[src/rtl/rp_pkg.sv]
package rp_pkg;

    localparam logic [15:0]  CRC16_POLY = 16'h1021;
    localparam logic [6:0]   CRC7_POLY  = 7'h09;
    localparam int unsigned  CRC16_W    = 16;
    localparam int unsigned  MAX_IMG_W  = 256;

    typedef enum logic [2:0] {
        SEQ_IDLE,
        SEQ_HUNT,
        SEQ_DATA,
        SEQ_CRC,
        SEQ_END
    } seq_e;

    typedef enum logic [1:0] {
        RES_OK  = 2'd0,
        RES_CRC = 2'd1,
        RES_CMP = 2'd2
    } res_e;

    function automatic logic [15:0] crc16_step(input logic [15:0] c, input logic b);
        return {c[14:0], 1'b0} ^ (((b ^ c[15]) == 1'b1) ? CRC16_POLY : 16'h0000);
    endfunction

    function automatic logic [6:0] crc7_step(input logic [6:0] c, input logic b);
        return {c[5:0], 1'b0} ^ (((b ^ c[6]) == 1'b1) ? CRC7_POLY : 7'h00);
    endfunction

    // CRC7 over v[n-1:0], most significant bit first
    function automatic logic [6:0] crc7_span(input logic [MAX_IMG_W-1:0] v, input int unsigned n);
        logic [6:0] c;
        c = '0;
        for (int i = int'(MAX_IMG_W) - 1; i >= 0; i--) begin
            if (i < int'(n)) c = crc7_step(c, v[i]);
        end
        return c;
    endfunction

endpackage

[src/rtl/rp_frame_seq.sv]
module rp_frame_seq
    import rp_pkg::*;
#(
    parameter int unsigned REG_W = 128
) (
    input  logic clk,
    input  logic rst,
    input  logic prog_arm,
    input  logic dat_vld,
    input  logic dat_in,
    output logic stb_start,
    output logic stb_data,
    output logic stb_crc,
    output logic stb_fin
);
    localparam int unsigned CNT_W = $clog2(REG_W);
    localparam logic [CNT_W-1:0] LAST_DATA = CNT_W'(REG_W - 1);
    localparam logic [CNT_W-1:0] LAST_CRC  = CNT_W'(CRC16_W - 1);

    seq_e             st;
    logic [CNT_W-1:0] cnt;
    logic             take;

    assign take = dat_vld && !prog_arm;

    always_comb begin
        stb_start = 1'b0;
        stb_data  = 1'b0;
        stb_crc   = 1'b0;
        stb_fin   = 1'b0;
        if (take) begin
            case (st)
                SEQ_HUNT: stb_start = !dat_in;
                SEQ_DATA: stb_data  = 1'b1;
                SEQ_CRC:  stb_crc   = 1'b1;
                SEQ_END:  stb_fin   = 1'b1;
                default:  ;
            endcase
        end
    end

    always_ff @(posedge clk) begin
        if (rst) begin
            st  <= SEQ_IDLE;
            cnt <= '0;
        end else if (prog_arm) begin
            st  <= SEQ_HUNT;
            cnt <= '0;
        end else if (take) begin
            case (st)
                SEQ_HUNT: if (!dat_in) begin
                    st  <= SEQ_DATA;
                    cnt <= '0;
                end
                SEQ_DATA: if (cnt == LAST_DATA) begin
                    st  <= SEQ_CRC;
                    cnt <= '0;
                end else begin
                    cnt <= cnt + 1'b1;
                end
                SEQ_CRC: if (cnt == LAST_CRC) begin
                    st  <= SEQ_END;
                    cnt <= '0;
                end else begin
                    cnt <= cnt + 1'b1;
                end
                SEQ_END: st <= SEQ_IDLE;
                default: st <= SEQ_IDLE;
            endcase
        end
    end

endmodule

[src/rtl/rp_crc16_rx.sv]
module rp_crc16_rx
    import rp_pkg::*;
(
    input  logic clk,
    input  logic rst,
    input  logic stb_start,
    input  logic stb_data,
    input  logic stb_crc,
    input  logic dat_in,
    output logic crc_ok
);
    logic [15:0] calc_q;
    logic [15:0] recv_q;

    always_ff @(posedge clk) begin
        if (rst || stb_start) begin
            calc_q <= '0;
            recv_q <= '0;
        end else begin
            if (stb_data) calc_q <= crc16_step(calc_q, dat_in);
            if (stb_crc)  recv_q <= {recv_q[14:0], dat_in};
        end
    end

    assign crc_ok = (calc_q == recv_q);

endmodule

[src/rtl/rp_img_store.sv]
module rp_img_store
    import rp_pkg::*;
#(
    parameter int unsigned      REG_W      = 128,
    parameter logic [REG_W-1:0] WR_MASK    = {{(REG_W-16){1'b0}}, 16'hFFFF},
    parameter logic [REG_W-1:0] INIT_IMAGE = '0
) (
    input  logic             clk,
    input  logic             rst,
    input  logic             stb_data,
    input  logic             stb_fin,
    input  logic             dat_in,
    input  logic             crc_ok,
    output logic [REG_W-1:0] reg_q,
    output logic             done,
    output res_e             res,
    output logic             crc7_bad
);
    localparam logic [REG_W-1:0] PROT_MASK = ~WR_MASK;
    localparam int unsigned      C7_SPAN   = REG_W - 8;

    logic [REG_W-1:0] img_sr;
    logic [REG_W-1:0] merged;
    logic             prot_diff;
    logic             frame_ok;
    logic [6:0]       c7_calc;

    assign prot_diff = |((img_sr ^ reg_q) & PROT_MASK);
    assign frame_ok  = crc_ok && dat_in;
    assign merged    = (reg_q & PROT_MASK) | (img_sr & WR_MASK);
    assign c7_calc   = crc7_span(MAX_IMG_W'(merged[REG_W-1:8]), C7_SPAN);

    always_ff @(posedge clk) begin
        if (rst) begin
            img_sr   <= '0;
            reg_q    <= INIT_IMAGE;
            done     <= 1'b0;
            res      <= RES_OK;
            crc7_bad <= 1'b0;
        end else begin
            done <= stb_fin;
            if (stb_data) img_sr <= {img_sr[REG_W-2:0], dat_in};
            if (stb_fin) begin
                if (!frame_ok) begin
                    res <= RES_CRC;
                end else if (prot_diff) begin
                    res <= RES_CMP;
                end else begin
                    res      <= RES_OK;
                    reg_q    <= merged;
                    crc7_bad <= (c7_calc != merged[7:1]);
                end
            end
        end
    end

endmodule

[src/rtl/cardreg_prog_unit.sv]
module cardreg_prog_unit
    import rp_pkg::*;
#(
    parameter int unsigned      REG_W      = 128,
    parameter logic [REG_W-1:0] WR_MASK    = {{(REG_W-16){1'b0}}, 16'hFFFF},
    parameter logic [REG_W-1:0] INIT_IMAGE = '0
) (
    input  logic             clk,
    input  logic             rst,
    input  logic             prog_arm,
    input  logic             dat_vld,
    input  logic             dat_in,
    output logic [REG_W-1:0] reg_q,
    output logic             done,
    output logic [1:0]       res_code,
    output logic             crc7_bad
);
    logic stb_start, stb_data, stb_crc, stb_fin;
    logic crc_ok;
    res_e res;

    rp_frame_seq #(.REG_W(REG_W)) u_seq (
        .clk       (clk),
        .rst       (rst),
        .prog_arm  (prog_arm),
        .dat_vld   (dat_vld),
        .dat_in    (dat_in),
        .stb_start (stb_start),
        .stb_data  (stb_data),
        .stb_crc   (stb_crc),
        .stb_fin   (stb_fin)
    );

    rp_crc16_rx u_crc (
        .clk       (clk),
        .rst       (rst),
        .stb_start (stb_start),
        .stb_data  (stb_data),
        .stb_crc   (stb_crc),
        .dat_in    (dat_in),
        .crc_ok    (crc_ok)
    );

    rp_img_store #(
        .REG_W      (REG_W),
        .WR_MASK    (WR_MASK),
        .INIT_IMAGE (INIT_IMAGE)
    ) u_store (
        .clk      (clk),
        .rst      (rst),
        .stb_data (stb_data),
        .stb_fin  (stb_fin),
        .dat_in   (dat_in),
        .crc_ok   (crc_ok),
        .reg_q    (reg_q),
        .done     (done),
        .res      (res),
        .crc7_bad (crc7_bad)
    );

    assign res_code = res;

endmodule

[config.mk]
export PLATFORM = sky130hd
export DESIGN_NAME = cardreg_prog_unit
export DESIGN_NICKNAME = d
export VERILOG_FILES = /design/src/rtl/rp_pkg.sv /design/src/rtl/rp_frame_seq.sv /design/src/rtl/rp_crc16_rx.sv /design/src/rtl/rp_img_store.sv /design/src/rtl/cardreg_prog_unit.sv
export SDC_FILE = /design/constraint.sdc
export NUM_CORES = 1
export LEC_CHECK = 0
export BUFFER_PORTS_ARGS = -buffer_cell sky130_fd_sc_hd__buf_2
export CAP_MARGIN = 20
export CORE_MARGIN = 8
export CORE_UTILIZATION = 56
export DETAILED_ROUTE_END_ITERATION = 6
export PLACE_DENSITY = 0.79
export SYNTH_ARGS = -nofsm -noshare
export SYNTH_HDL_FRONTEND = slang
export SYNTH_SLANG_ARGS = --single-unit
[constraint.sdc]
create_clock -name clk -period 2.3 [get_ports clk]
set_input_delay 0.46 -clock clk [delete_from_list [all_inputs] [get_ports clk]]
set_output_delay 0.46 -clock clk [all_outputs]
set_load 0.01 [all_outputs]
==> results.cfg, run 1 <==
[global_route]
antenna_found_initial = 1
grt_max_degree = 116
overflow = 0
first_global_vias = 5532
grt_pass1_wl_um = 25450
grt_usage = 0.1638

[synth]
yosys.cell_types.count = 41
async_flop_share = 0
ys_seq_elements = 190
yosys_warnings = 0
ys_seq_area_frac = 0.4640
synth_edf_count = 0
synth_ff_type = dfxtp_1
syn_area_um2 = 8198
syn_area_per_cell_um2 = 7.883
syn-instance-count = 1040

[finish]
fin_nets = 1042
register_area_um2 = 3804
design_area_um2 = 8645
drive_above_1_share = 0.07054
multiInputGateArea_um2 = 3704
instances_no_fill = 1234
syn_to_final_growth_pct = 5.449
n_fill_cell = 1255
final_util = 0.5993

[floorplan]
dieArea_um2 = 18770
dieHeight_um = 137.0
fp-row-count = 44
dieWidth_um = 137.0
ios = 137
initial_core_util = 0.5684
coreArea_um2 = 14420

[clocking]
cts_root_buf = clkbuf_16
path_clk_slew_ns = 0.07
tritoncts = yes
post_cts.repair.setup_buffers = 0
ctsLongestPathBuffers = 2
postCtsHoldBufs = 0
cts.sinks = 190
cts_resized = 0
htree_levels = 4
cts-buffers-inserted = 17
insertion_delay_ns = 0.43

[pwr]
total_power_mw = 6.357
power_density_nw_per_um2 = 735.3
seqPwrFrac = 0.519
sw_frac_of_total = 0.2179
cellLeakagePower_nw = 3.214
max-vdd-ir-drop_v = 0.0004735
clkPwrFrac = 0.450
combPwrFrac = 0.031
p_switching_mw = 1.385
internal-power_mw = 4.972

[routing]
wl_per_cell_um = 12.91
dr.pass1.iters = 5
ant_nets = 0
first_iter_violations = 529
drc = 0
totalWireLength_um = 15930
vias_per_cell = 5.126
vias = 6325

[placement]
place.detailed.instances = 1201
hpwl_um = 10350
portBuffers = 24
post-place-ws_ns = 0.1244
placed_area_um2 = 8064
routabilityCongestion = 0.7820

[critical_path]
critical_path_class = register to register
max_stage_delay_ns = 0.35
crit_required_ns = 2.59
cp_top_family = simple AND/OR/NAND/NOR gates
cp-end-kind = register
path_max_fanout = 18
path_buf_inv = 1
rrSetupSlack_ns = 0.27
cp.arrival_ns = 2.33
start_kind = register
crit_chain = nor4_1, nand4_1, nor4_2, nand4_1, buf_4, a211oi_1, nor3_1
crit_top_cell = nand4_1
cp_slowest_cell = nor4_2

[timing]
finalCritPeriodShare = 0.8846
final-max-slew-violation-count = 0
rsz0062_at_grt = false
fmax_mhz = 491.5
tns_ns = 0
finalHoldViolations = 0
fin_worst_skew_ns = 0.007735
worst_hold_slack_ns = 0.3450
layout_setup_ws_ns = 0.2655
finalSetupViolations = 0
period_minus_slack_ns = 2.034

[run]
drv_cap = 0

[min_path]
hp-class = primary input to register

[run_status]
outcome = finished clean
[cells by family after synthesis]
family,share of synthesized area
buffers and inverters,0.1372
xor gates and xnor gates,0.03205
adders and majority gates,0.001526
other,0.0004574
DFF,0.4640
muxes,0.01954
AOI/OAI and AO/OA,0.1200
and+or+nand+nor,0.2253
[power by group through the flow]
stage,sequential (mW),combinational (mW),clock [mW]
global route,3.29,0.219,3.06
floorplan,3.37,0.302,0
detailed placement,3.37,0.187,0
global placement,3.37,0.188,0
CTS,3.30,0.188,2.91
finish,3.30,0.199,2.86
[layout make-up]
type	count	area share
timing repair buffer	38	0.03647
sequential	190	0.4400
multi-input combinational	786	0.4284
antenna	1	0.0002895
clock inverter	10	0.01317
tap	184	0.02663
inverter	3	0.001303
clock buffer	22	0.05370
[Yosys cell counts, drive strengths merged (4+ instances only)]
cell type  instances  area share
a21oi            169        0.10
and3               5      0.0038
buf              136        0.12
clkbuf            36       0.016
dfxtp            190        0.46
mux2i             16       0.020
nand2            327        0.15
nand2b             4      0.0031
nand3              7      0.0043
nand4             12      0.0092
nor2              29       0.013
nor2b              4      0.0031
nor3               9      0.0055
nor4              29       0.024
o21ai              8      0.0049
xnor2             29       0.031
[sequential cells by signal, summed over array words and instances (netlist names)]
register          count
u_crc.recv_q         16
u_seq.st              3
u_store.res           2
u_store.done          1
u_store.crc7_bad      1
u_store.img_sr      128
u_crc.calc_q         16
u_store.reg_q        16
u_seq.cnt             7
[layout by cell type (no fill, tap or decap), drive strengths merged, types with 5 or more instances in the layout]
master / count
a21oi: 169
and3: 5
buf: 38
clkbuf: 22
conb: 112
dfxtp: 190
mux2i: 16
nand2: 327
nand3: 7
nand4: 12
nor2: 29
nor3: 9
nor4: 29
o21ai: 8
xnor2: 29
[final timing paths]
kind	from	endpoint	cells after the start
worst max-delay path	u_store.img_sr[33]	u_store.crc7_bad	7
worst min-delay path	prog_arm	u_seq.st[0]	3
worst max register to register	u_store.img_sr[33]	u_store.crc7_bad	7
worst min register to register	u_store.img_sr[96]	u_store.img_sr[97]	2
[worst min-delay path, cell delays in order]
cell and delay [ns]:
buf_2 0.11, a21oi_1 0.04, a21oi_1 0.12
[routing by layer]
layer / track usage / vias to the layer above / wire (um)
met2: 0.2621 / 186 / 7417
met3: 0.03891 / 18 / 1134
met1: 0.2096 / 2913 / 7185
li1: - / 3208 / -
met4: 0.06216 / 0 / 192
met5: 0 / - / 0
Power figures use the tool's default switching activity.
==> run 2, diff against run 1 <==
--- a/config.mk
+++ b/config.mk
@@ -8,9 +8,10 @@
 export BUFFER_PORTS_ARGS = -buffer_cell sky130_fd_sc_hd__buf_2
 export CAP_MARGIN = 20
 export CORE_MARGIN = 8
-export CORE_UTILIZATION = 56
+export CORE_UTILIZATION = 51
 export DETAILED_ROUTE_END_ITERATION = 6
-export PLACE_DENSITY = 0.79
+export GPL_TIMING_DRIVEN = 0
+export PLACE_DENSITY = 0.76
 export SYNTH_ARGS = -nofsm -noshare
 export SYNTH_HDL_FRONTEND = slang
 export SYNTH_SLANG_ARGS = --single-unit
==> constraint.sdc (replaced) <==
create_clock -name clk -period 1.7 [get_ports clk]
set_input_delay 0.34 -clock clk [delete_from_list [all_inputs] [get_ports clk]]
set_output_delay 0.34 -clock clk [all_outputs]
set_load 0.01 [all_outputs]
==> results.cfg, run 2 (synthesis gave the netlist of run 1 again) <==
[run]
drv_cap = 0

[timing]
finalCritPeriodShare = 1.258
fmax_mhz = 467.5
final-max-slew-violation-count = 0
worst_hold_slack_ns = 0.2250
worst_pin_slew_ns = 0.5791
period_minus_slack_ns = 2.139
slew-limit-headroom = 0.6139
tns_ns = -6.922
layout_setup_ws_ns = -0.4388
finalSetupViolations = 18
finalHoldViolations = 0
rsz0062_at_grt = true
fin_worst_skew_ns = 0.01158

[global_route]
antenna_found_initial = 0
grt_use_met3 = 0.04374
met2_usage = 0.2893
grt_usage = 0.1741
grt_pass1_wl_um = 29050
grt_use_met1 = 0.2122
overflow = 0
top_usage_layer = met2
grt_max_degree = 17
first_global_vias = 6072

[finish]
n_fill_cell = 1353
mostFrequentLayoutCell = nand2_1
multiInputGateArea_um2 = 3902
syn_to_final_growth_pct = 22.79
drive_above_1_share = 0.2084
register_area_um2 = 3815
largest_register = u_store.img_sr
largest_register_ffs = 128
instances_no_fill = 1430
fin_nets = 1207
final_util = 0.6360
final_cell_mix = nand2_1, dfxtp_1, a21oi_1
diodes = 0

[floorplan]
fp-row-count = 46
initial_core_util = 0.5179
dieArea_um2 = 20390
dieHeight_um = 142.8
coreArea_um2 = 15830
ios = 137
dieWidth_um = 142.8

[clocking]
tritoncts = yes
insertion_delay_ns = 0.43
cts-buffers-inserted = 17
ctsLongestPathBuffers = 2
path_clk_slew_ns = 0.07
htree_levels = 4
postCtsHoldBufs = 0
cts.sinks = 190
cts_root_buf = clkbuf_16

[routing]
first_iter_violations = 489
dr.pass1.iters = 5
wl_per_cell_um = 12.92
drc = 0
vias_per_cell = 4.858
vias = 6947
totalWireLength_um = 18480
ant_nets = 0

[placement]
hpwl_um = 12530
portBuffers = 23
place.detailed.instances = 1390
routabilityCongestion = 0.8039

[pwr]
internal-power_mw = 7.023
p_switching_mw = 1.991
power_density_nw_per_um2 = 895.5
cellLeakagePower_nw = 4.094
seqPwrFrac = 0.494
combPwrFrac = 0.055
sw_frac_of_total = 0.2209
total_power_mw = 9.014
max-vdd-ir-drop_v = 0.0007678
clkPwrFrac = 0.450

[critical_path]
crit_required_ns = 2.00
start_kind = register
cp-end-kind = register
path_max_fanout = 5
cp.arrival_ns = 2.44
critical_path_class = register to register

[run_status]
outcome = finished, violations left
violations = setup timing

[min_path]
hp-class = primary input to register
run 2: final timing paths:
path                            depth (start not counted)  slack [ns]             endpoint                 from
worst max-delay path                                    8       -0.44     u_store.crc7_bad   u_store.img_sr[80]
worst min-delay path                                    3        0.22          u_seq.st[0]             prog_arm
worst max register to register                          8       -0.44     u_store.crc7_bad   u_store.img_sr[80]
worst min register to register                          2        0.46  u_store.img_sr[127]  u_store.img_sr[127]
run 2: layout make-up:
| type | instances | share of cell area |
|---|---|---|
| Sequential cell | 190 | 0.3790 |
| Tap cell | 216 | 0.02685 |
| Timing Repair Buffer | 36 | 0.02598 |
| Multi-Input combinational cell | 786 | 0.3877 |
| Inverter | 3 | 0.001119 |
| Clock inverter | 13 | 0.01616 |
| Clock buffer | 19 | 0.04400 |
| Buffer | 167 | 0.1192 |
run 2: critical path: stages, from the launching register on:
cell,delay [ns]
dfxtp_2,0.35
nor4_4,0.28
nand4_1,0.21
nor4_4,0.41
nand4_1,0.20
buf_6,0.20
buf_6,0.13
a211oi_4,0.17
nor3_2,0.05
run 2: routing by layer:
metal,vias to the layer above,share of wire
li1,3534,-
met1,3184,0.43
met2,207,0.48
met3,22,0.071
met4,0,0.015
met5,-,0
run 2: stage by stage:
step	area (um^2)	setup slack (ns)
6_report	10070	-0.4388
3_3_place_gp	9000	-0.5305
5_1_grt	10070	-0.5132
2_1_floorplan	8615	-0.01424
3_5_place_dp	9000	-0.5988
4_1_cts	9869	-0.4305
run 2: power by group through the flow:
stage / sequential (mW) / combinational, mW / clock (mW)
after floorplan: 4.56 / 0.408 / 0
after global routing: 4.45 / 0.549 / 4.32
after detailed placement: 4.56 / 0.457 / 0
after CTS: 4.45 / 0.465 / 4.12
after global placement: 4.56 / 0.456 / 0
final: 4.45 / 0.500 / 4.06
run 2: what timing repair did:
item,4_1_cts,5_1_grt
gates cloned,1,0
pin swaps,9,10
setup endpoints to repair,186,169
resized for setup,47,57
setup buffers,9,3
==> run 3, diff against run 2 <==
--- a/config.mk
+++ b/config.mk
@@ -10,8 +10,9 @@
 export CORE_MARGIN = 8
 export CORE_UTILIZATION = 51
 export DETAILED_ROUTE_END_ITERATION = 6
-export GPL_TIMING_DRIVEN = 0
+export GPL_TIMING_DRIVEN = 1
 export PLACE_DENSITY = 0.76
+export REMOVE_ABC_BUFFERS = 1
 export SYNTH_ARGS = -nofsm -noshare
 export SYNTH_HDL_FRONTEND = slang
 export SYNTH_SLANG_ARGS = --single-unit
==> results.cfg, run 3 (synthesis gave the netlist of run 1 again) <==
[pwr]
sw_frac_of_total = 0.2409
seqPwrFrac = 0.502
power_density_nw_per_um2 = 849.7
internal-power_mw = 6.727
p_switching_mw = 2.134
max-vdd-ir-drop_v = 0.0007347
total_power_mw = 8.861
clkPwrFrac = 0.460
combPwrFrac = 0.037
cellLeakagePower_nw = 4.295

[global_route]
grt_pass1_wl_um = 30890
overflow = 0
antenna_found_initial = 0
grt_use_met3 = 0.04073
first_global_vias = 6513
grt_max_degree = 77
grt_use_met1 = 0.2225
top_usage_layer = met2
grt_usage = 0.1846
met2_usage = 0.3216

[critical_path]
cp-end-kind = register
path_max_fanout = 5
rrSetupSlack_ns = -0.38
start_kind = register
critical_path_class = register to register
crit_required_ns = 2.08
cp.arrival_ns = 2.46

[run]
drv_cap = 0

[finish]
n_fill_cell = 1240
final_cell_mix = nand2_1, dfxtp_1, a21oi_1
drive_above_1_share = 0.2219
instances_no_fill = 1433
diodes = 0
syn_to_final_growth_pct = 27.21
final_util = 0.6589
largest_register = u_store.img_sr
largest_register_ffs = 128
fin_nets = 1210
mostFrequentLayoutCell = nand2_1

[routing]
dr.pass1.iters = 5
totalWireLength_um = 21590
ant_nets = 0
first_iter_violations = 601
wl_per_cell_um = 15.07
vias = 7283
vias_per_cell = 5.082
drc = 0

[floorplan]
coreArea_um2 = 15830
dieHeight_um = 142.8
initial_core_util = 0.5179
fp-row-count = 46
dieArea_um2 = 20390
ios = 137
dieWidth_um = 142.8

[clocking]
cts.sinks = 190
tritoncts = yes
path_clk_slew_ns = 0.08
ctsLongestPathBuffers = 2
cts-buffers-inserted = 17
insertion_delay_ns = 0.44
cts_root_buf = clkbuf_16
htree_levels = 4

[timing]
rsz0062_at_grt = true
worst_hold_slack_ns = 0.1816
finalSetupViolations = 19
final-max-slew-violation-count = 0
finalCritPeriodShare = 1.223
period_minus_slack_ns = 2.080
fmax_mhz = 480.8
layout_setup_ws_ns = -0.3799
tns_ns = -6.069
fin_worst_skew_ns = 0.01412
finalHoldViolations = 0

[run_status]
outcome = finished, violations left
violations = setup timing

[placement]
hpwl_um = 12330
routabilityCongestion = 0.7660
portBuffers = 24
place.detailed.instances = 1384

[min_path]
hp-class = primary input to register
run 3: cell count changes in the layout (fill, tap and decap cells not counted), moves of 6 or more:
cell and delta:
buf_4 +25, clkbuf_2 -10, buf_12 +6, clkbuf_16 +9, nor4_1 +8, clkbuf_1 -22, nor4_2 -9
run 3: timing repair:
item,4_1_cts,5_1_grt
gates cloned,2,13
endpoints found under the setup margin,18,111
buffers inserted,2,2
pin swaps,14,16
hold buffers,0,0
resized for setup,25,23
run 3: per-layer routing:
metal,vias to the layer above,routed length (um)
li1,3539,-
met1,3404,8762
met2,298,10900
met3,42,1476
met4,0,459
met5,-,0
run 3: critical path, cell delays in order (launching register included):
cell	delay [ns]
dfxtp_2	0.33
nor4_4	0.28
buf_4	0.14
nand4_1	0.16
nor3_2	0.33
nand4_1	0.16
buf_6	0.19
buf_12	0.14
mux2i_4	0.18
nor2_1	0.10
run 3: power groups by stage:
stage	Sequential, mW	Combinational [mW]	Clock (mW)
final	4.45	0.331	4.08
after global routing	4.45	0.360	4.33
after CTS	4.45	0.295	4.10
after detailed placement	4.56	0.294	0
after global placement	4.55	0.293	0
after floorplan	4.56	0.160	0
run 3: final timing paths:
| check | from | to | cells after the start |
|---|---|---|---|
| hold / removal | rst | u_seq.st[0] | 2 |
| setup reg to reg | u_store.img_sr[83] | u_store.reg_q[6] | 9 |
| setup / recovery | u_store.img_sr[83] | u_store.reg_q[6] | 9 |
| hold reg to reg | u_crc.recv_q[15] | u_crc.recv_q[15] | 2 |
run 3: final cells by class:
type                       instances  area, um^2  area share
multi-input combinational        787        3860      0.3701
sequential                       190        3812      0.3656
timing repair buffer             205        1862      0.1785
clock buffer                      20       466.7     0.04475
tap                              216       270.3     0.02591
clock inverter                    12       143.9     0.01380
inverter                           3       13.76    0.001320
run 3: metrics by stage:
stage                     worst slack (ns)  instance area (um^2)
final                              -0.3799                 10430
after global routing               -0.5159                 10430
after CTS                          -0.3034                 10070
after detailed placement           -0.3999                  9275
after global placement             -0.3501                  9275
after floorplan                     -6.644                  7501
